## src/rtl/cbp_pkg.sv

```systemverilog
package cbp_pkg;
  typedef enum logic [1:0] {
    SEL_OVF_LO = 2'd0,
    SEL_OVF_HI = 2'd1,
    SEL_GEN    = 2'd2
  } rd_sel_e;
endpackage

```

## src/rtl/strobe_edge.sv

```systemverilog
// Synchronizes an asynchronous active-low strobe and flags one edge.
module strobe_edge #(
  parameter int STAGES = 2,
  parameter bit RISE   = 1'b1
) (
  input  logic clk,
  input  logic rst,
  input  logic strobe_n,
  output logic level,
  output logic evt
);
  logic [STAGES:0] sr;

  always_ff @(posedge clk) begin
    if (rst) sr <= '1;
    else     sr <= {sr[STAGES-1:0], strobe_n};
  end

  assign level = sr[STAGES-1];

  generate
    if (RISE) begin : g_rise
      assign evt = sr[STAGES-1] & ~sr[STAGES];
    end else begin : g_fall
      assign evt = ~sr[STAGES-1] & sr[STAGES];
    end
  endgenerate
endmodule

```

## src/rtl/init_gate.sv

```systemverilog
// Holds the port closed until a number of frame pulses follow reset.
module init_gate #(
  parameter int FRAMES = 2
) (
  input  logic clk,
  input  logic rst,
  input  logic frame_sync,
  output logic ready
);
  localparam int CW = $clog2(FRAMES + 1);
  localparam logic [CW-1:0] LAST = CW'(FRAMES);

  logic [CW-1:0] cnt;

  always_ff @(posedge clk) begin
    if (rst)                           cnt <= '0;
    else if (frame_sync && cnt != LAST) cnt <= cnt + 1'b1;
  end

  assign ready = (cnt == LAST);
endmodule

```

## src/rtl/rd_select.sv

```systemverilog
// Chooses the byte returned on a read.
module rd_select import cbp_pkg::*; #(
  parameter int DW  = 8,
  parameter int NCH = 10
) (
  input  rd_sel_e         sel,
  input  logic [NCH-1:0]  ovf_flags,
  input  logic [DW-1:0]   gen_status,
  output logic [DW-1:0]   byte_out
);
  localparam int HI_BITS = NCH - DW;

  logic [DW-1:0] hi_byte;

  generate
    for (genvar i = 0; i < DW; i++) begin : g_hi
      if (i < HI_BITS) begin : g_flag
        assign hi_byte[i] = ovf_flags[DW+i];
      end else begin : g_pad
        assign hi_byte[i] = 1'b0;
      end
    end
  endgenerate

  always_comb begin
    unique case (sel)
      SEL_OVF_HI: byte_out = hi_byte;
      SEL_GEN:    byte_out = gen_status;
      default:    byte_out = ovf_flags[DW-1:0];
    endcase
  end
endmodule

```

## src/rtl/cpu_bus_port.sv

```systemverilog
module cpu_bus_port import cbp_pkg::*; #(
  parameter int            DW          = 8,
  parameter int            NCH         = 10,
  parameter int            INIT_FRAMES = 2,
  parameter int            SYNC_STAGES = 2,
  parameter logic [DW-1:0] STATUS_OP   = 8'h06
) (
  input  logic          clk,
  input  logic          rst,
  input  logic          frame_sync,
  input  logic          cs_n,
  input  logic          rd_n,
  input  logic          wr_n,
  input  logic          cd,
  input  logic [DW-1:0] bus_in,
  output logic [DW-1:0] bus_out,
  output logic          bus_oe,
  input  logic [NCH-1:0] ovf_flags,
  input  logic [DW-1:0] gen_status,
  output logic [DW-1:0] opcode,
  output logic          opcode_stb,
  output logic [DW-1:0] operand,
  output logic          operand_stb
);
  logic wr_level, wr_evt, rd_level, rd_evt, ready;
  logic wr_take, rd_take;
  logic stat_mode_q, oe_q, op_stb_q, dat_stb_q;
  logic [DW-1:0] op_q, dat_q, dout_q, mux_byte;
  rd_sel_e sel;

  strobe_edge #(.STAGES(SYNC_STAGES), .RISE(1'b1)) u_wr (
    .clk(clk), .rst(rst), .strobe_n(wr_n), .level(wr_level), .evt(wr_evt));

  strobe_edge #(.STAGES(SYNC_STAGES), .RISE(1'b0)) u_rd (
    .clk(clk), .rst(rst), .strobe_n(rd_n), .level(rd_level), .evt(rd_evt));

  init_gate #(.FRAMES(INIT_FRAMES)) u_init (
    .clk(clk), .rst(rst), .frame_sync(frame_sync), .ready(ready));

  assign sel = stat_mode_q ? SEL_GEN : (cd ? SEL_OVF_HI : SEL_OVF_LO);

  rd_select #(.DW(DW), .NCH(NCH)) u_sel (
    .sel(sel), .ovf_flags(ovf_flags), .gen_status(gen_status), .byte_out(mux_byte));

  assign wr_take = wr_evt & ~cs_n & ready;
  assign rd_take = rd_evt & ~cs_n & ready;

  always_ff @(posedge clk) begin
    if (rst) begin
      op_q        <= '0;
      dat_q       <= '0;
      dout_q      <= '0;
      stat_mode_q <= 1'b0;
      oe_q        <= 1'b0;
      op_stb_q    <= 1'b0;
      dat_stb_q   <= 1'b0;
    end else begin
      op_stb_q  <= wr_take & cd;
      dat_stb_q <= wr_take & ~cd;
      if (wr_take && cd) begin
        op_q        <= bus_in;
        stat_mode_q <= (bus_in == STATUS_OP);
      end
      if (wr_take && !cd) dat_q <= bus_in;
      if (rd_take) dout_q <= mux_byte;
      oe_q <= ready & ~cs_n & ~rd_level & wr_level;
    end
  end

  assign bus_out     = dout_q;
  assign bus_oe      = oe_q;
  assign opcode      = op_q;
  assign opcode_stb  = op_stb_q;
  assign operand     = dat_q;
  assign operand_stb = dat_stb_q;
endmodule

```

## config.mk

```make
export PLATFORM = sky130hd
export DESIGN_NAME = cpu_bus_port
export DESIGN_NICKNAME = d
export VERILOG_FILES = /design/src/rtl/cbp_pkg.sv /design/src/rtl/strobe_edge.sv /design/src/rtl/init_gate.sv /design/src/rtl/rd_select.sv /design/src/rtl/cpu_bus_port.sv
export SDC_FILE = /design/constraint.sdc
export NUM_CORES = 1
export LEC_CHECK = 0
export BUFFER_PORTS_ARGS = -buffer_cell sky130_fd_sc_hd__clkbuf_2
export CAP_MARGIN = 20
export CORE_MARGIN = 8
export CORE_UTILIZATION = 50
export DETAILED_ROUTE_END_ITERATION = 12
export PLACE_DENSITY = 0.86
export SYNTH_ARGS = -nofsm -noshare
export SYNTH_HDL_FRONTEND = slang
export SYNTH_SLANG_ARGS = --single-unit
```

## constraint.sdc

```tcl
create_clock -name clk -period 2.47 [get_ports clk]
set_input_delay 0.3705 -clock clk [delete_from_list [all_inputs] [get_ports clk]]
set_output_delay 0.3705 -clock clk [all_outputs]
set_load 0.05 [all_outputs]
```

==> summary.txt <==
Synthesis
  – Sequential fraction of the synthesis area: 49.1%
  – Post-Syn Area per Cell: 10.1 um2
  – Number of synthesized flops with an enable pin: 0
  – Synthesized flop and latch total: 36
  – FFs w/ async S/R, synth: 0%
  – Main synth FF type: dfxtp_1
  – Net Count, Synth: 180
  – Cell Area, Synth: 1470 um2
  – Syn Inst Count: 146
  – Distinct cells, synth: 28
  – Synth Warn #: 0

Clock network
  – TritonCTS buffer count: 5
  – Maximum clock path buffer count: 2
  – Clk root buf: clkbuf_4
  – Post-CTS setup buffer count: 0
  – Post-CTS sizing: 0
  – Hold-fix buffers, CTS: 0
  – H-tree Lvls: 2
  – Clock transition at path regs: 0.10 ns
  – Clock net sink count: 36
  – CTS tree: yes
  – Clk_lat worst skew: 0.34 ns

Run status
  – Outcome: finished, final reports clean

Worst setup path
  – Crit path DAT: 1.80 ns
  – Crit path max fanout: 6
  – Cell Chain, Critical Path: inv_1 > ha_1 > and4bb_1 > and2_1 > mux2i_1
  – Req. time, crit path: 2.74 ns
  – R2R setup slack: 0.95 ns
  – Reg-to-Reg End: opcode[7]$_SDFFE_PP0P_
  – Crit Path Category: reg -> reg
  – CP Capture Type: register
  – R2r startpoint: u_init.cnt[0]$_SDFFE_PP0P_
  – CP startpoint kind: register
  – Slowest CP cell: and2_1
  – Max incr delay on CP: 0.37 ns
  – Cells on worst reg2reg path: 5

Power and ir drop
  – Power per cell area: 567 nW/um2
  – Int Power: 0.000798 W
  – Seq pwr share: 57.9%
  – Switching power: 0.000232 W
  – Sw frac: 22.6%
  – Gate power share: 9.0%
  – Clock share of power: 33.1%
  – Leak: 0.828 nW
  – Power Total: 0.00103 W
  – Max IR drop VDD: 0.403 mV

Finish
  – Share of cells above drive strength 1: 36.6%
  – ANT cells: 0
  – Area Growth Syn to Fin: 23.8%
  – Nets: 236

Drt
  – WL per Instance: 14.3 um
  – Vias per cell: 5.24
  – Antenna Violating Nets Remaining: 0
  – Initial DRT Pass Iterations: 4
  – Total vias in the final route: 1222
  – Total wire length: 3.34 mm
  – DRC viols: 0
  – Initial DRC count: 50

STA
  – Setup_tns: 0 ns
  – Peak Freq: 0.656 GHz
  – Unrepaired setup endpoints after global routing: no
  – Max Slew Vio Count: 0
  – Worst relative slew slack: 58.4%
  – Final setup viols: 0
  – Fin crit period: 1.52 ns
  – Final Hold Fails: 0
  – Final Cycle Share: 61.7%
  – Slew @ Worst Pin: 0.623 ns
  – Final Skew: 0.00850 ns

Floorplanning
  – Die H: 70.2 um
  – Die area: 4930 um2
  – I/O pin count: 60
  – Initial Util: 52.8%
  – Core area: 2780 um2
  – Die width: 70.2 um
  – # rows: 19

Global route
  – Number of antenna violations at the first check in global routing: 0
  – Vias in the first global route: 1318
  – GR Util All Layers: 14.2%
  – Global-route wire length before repair: 5.73 mm
  – Pin count of the biggest net entering global routing: 45
  – Grt total ovfl: 0

Hold path
  – Worst min-delay path class: in -> reg
  – Hold path depth: 2
  – Hold wc startpoint: rd_n
  – Worst Hold Path EP: u_rd.sr[0]$_SDFF_PP1_

Placed design
  – Port buffer count: 59
  – RePlAce Congestion: 0.748
  – Detailed-placement wirelength estimate: 2.64 mm

Job
  – Number of max-cap violations: 0
power groups by stage:
stage	logic (W)	clock network, W	registers (W)
final	0.0000923	0.000341	0.000596
after global routing	0.000102	0.000378	0.000598
after CTS	0.0000936	0.000350	0.000597
after detailed placement	0.0000934	0	0.000610
after global placement	0.0000878	0	0.000609
after floorplan	0.0000484	0	0.000616
layout by cell type, fill, tap and decap left out, types with 3 or more instances in the layout:
cell type  count
dfxtp_1       36
or2_2          6
nand2b_1      28
clkbuf_4       5
nand2_1        3
nor2_1        13
nor3_1         7
a221oi_1       5
clkbuf_2      59
mux2i_1       17
synthesized netlist by cell type (2+ instances only):
master | count | share of area, %
nor2_1 | 13 | 3.3
a211oi_1 | 2 | 1.0
dfxtp_1 | 36 | 49
a221oi_1 | 5 | 3.0
o211ai_1 | 2 | 1.0
clkbuf_1 | 5 | 1.3
mux2i_1 | 17 | 12
nor3_1 | 7 | 2.4
nand2_1 | 3 | 0.77
mux2_1 | 2 | 1.5
a21oi_1 | 2 | 0.68
buf_2 | 4 | 1.4
or2_2 | 6 | 2.6
nand2b_1 | 28 | 12
critical path, delay by kind of cell (launching register included):
family	cells	cell delay [ns]
adder cells (fa/ha/maj)	1	0.21
buffers and inverters	1	0.06
flip-flops	1	0.33
multiplexers	1	0.24
AND/OR/NAND/NOR	2	0.63
per-layer routing:
metal / wire, um / vias to the layer above / global-route usage, %
li1: - / 606 / -
met1: 1270 / 563 / 13.1
met2: 1670 / 45 / 24.7
met3: 326 / 8 / 7.34
met4: 70 / 0 / 7.37
met5: 0 / - / 0
state kept, by name, indices dropped and copies added (netlist names):
signal       cells
operand_stb      1
bus_oe           1
bus_out          8
operand          8
stat_mode_q      1
u_rd.sr          3
u_wr.sr          3
opcode_stb       1
opcode           8
u_init.cnt       2
through the flow:
step | instance area [um2] | setup slack, ns | hold WS, ns | cells | util (%)
5_1_grt | 1820 | 0.814 | 0.195 | 233 | 65.4
4_1_cts | 1820 | 0.955 | 0.202 | 233 | 65.4
2_1_floorplan | 1470 | 1.17 | 0.389 | 146 | -
3_5_place_dp | 1750 | 0.982 | 0.394 | 226 | 63.0
6_report | 1820 | 0.946 | 0.213 | 233 | 65.4
3_3_place_gp | 1750 | 1.07 | 0.392 | 226 | 63.0
layout make-up:
class,instances,area (um2)
Inverter,1,3.75
Timing Repair Buffer,59,295
Sequential cell,36,721
Tap cell,31,38.8
Multi-Input combinational cell,99,694
Fill cell,235,963
Clock buffer,7,65.1
logic make-up (layout without fill, tap and decap cells):
| kind of cell | Yosys count | count (layout) | share of synthesized area, % |
|---|---|---|---|
| adder cells (fa/ha/maj) | 1 | 1 | 0.852 |
| XOR/XNOR | 1 | 1 | 0.596 |
| buffers and inverters | 11 | 67 | 3.66 |
| AO/OA/AOI/OAI | 11 | 11 | 5.71 |
| multiplexers | 19 | 19 | 13.1 |
| flip-flops | 36 | 36 | 49.1 |
| AND/OR/NAND/NOR | 67 | 67 | 27.0 |
how the worst max path moves through the flow:
stage	start	to	slack [ns]
finish	u_init.cnt[0]$_SDFFE_PP0P_	opcode[7]$_SDFFE_PP0P_	0.95
detailed placement	u_init.cnt[0]$_SDFFE_PP0P_	opcode[3]$_SDFFE_PP0P_	0.98
floorplan	u_init.cnt[0]$_SDFFE_PP0P_	opcode[0]$_SDFFE_PP0P_	1.17
global route	u_init.cnt[0]$_SDFFE_PP0P_	opcode[1]$_SDFFE_PP0P_	0.81
CTS	u_init.cnt[0]$_SDFFE_PP0P_	opcode[3]$_SDFFE_PP0P_	0.96
global placement	u_init.cnt[0]$_SDFFE_PP0P_	stat_mode_q$_SDFFE_PP0P_	1.07
Note: power is estimated with default switching activity, not from simulation.
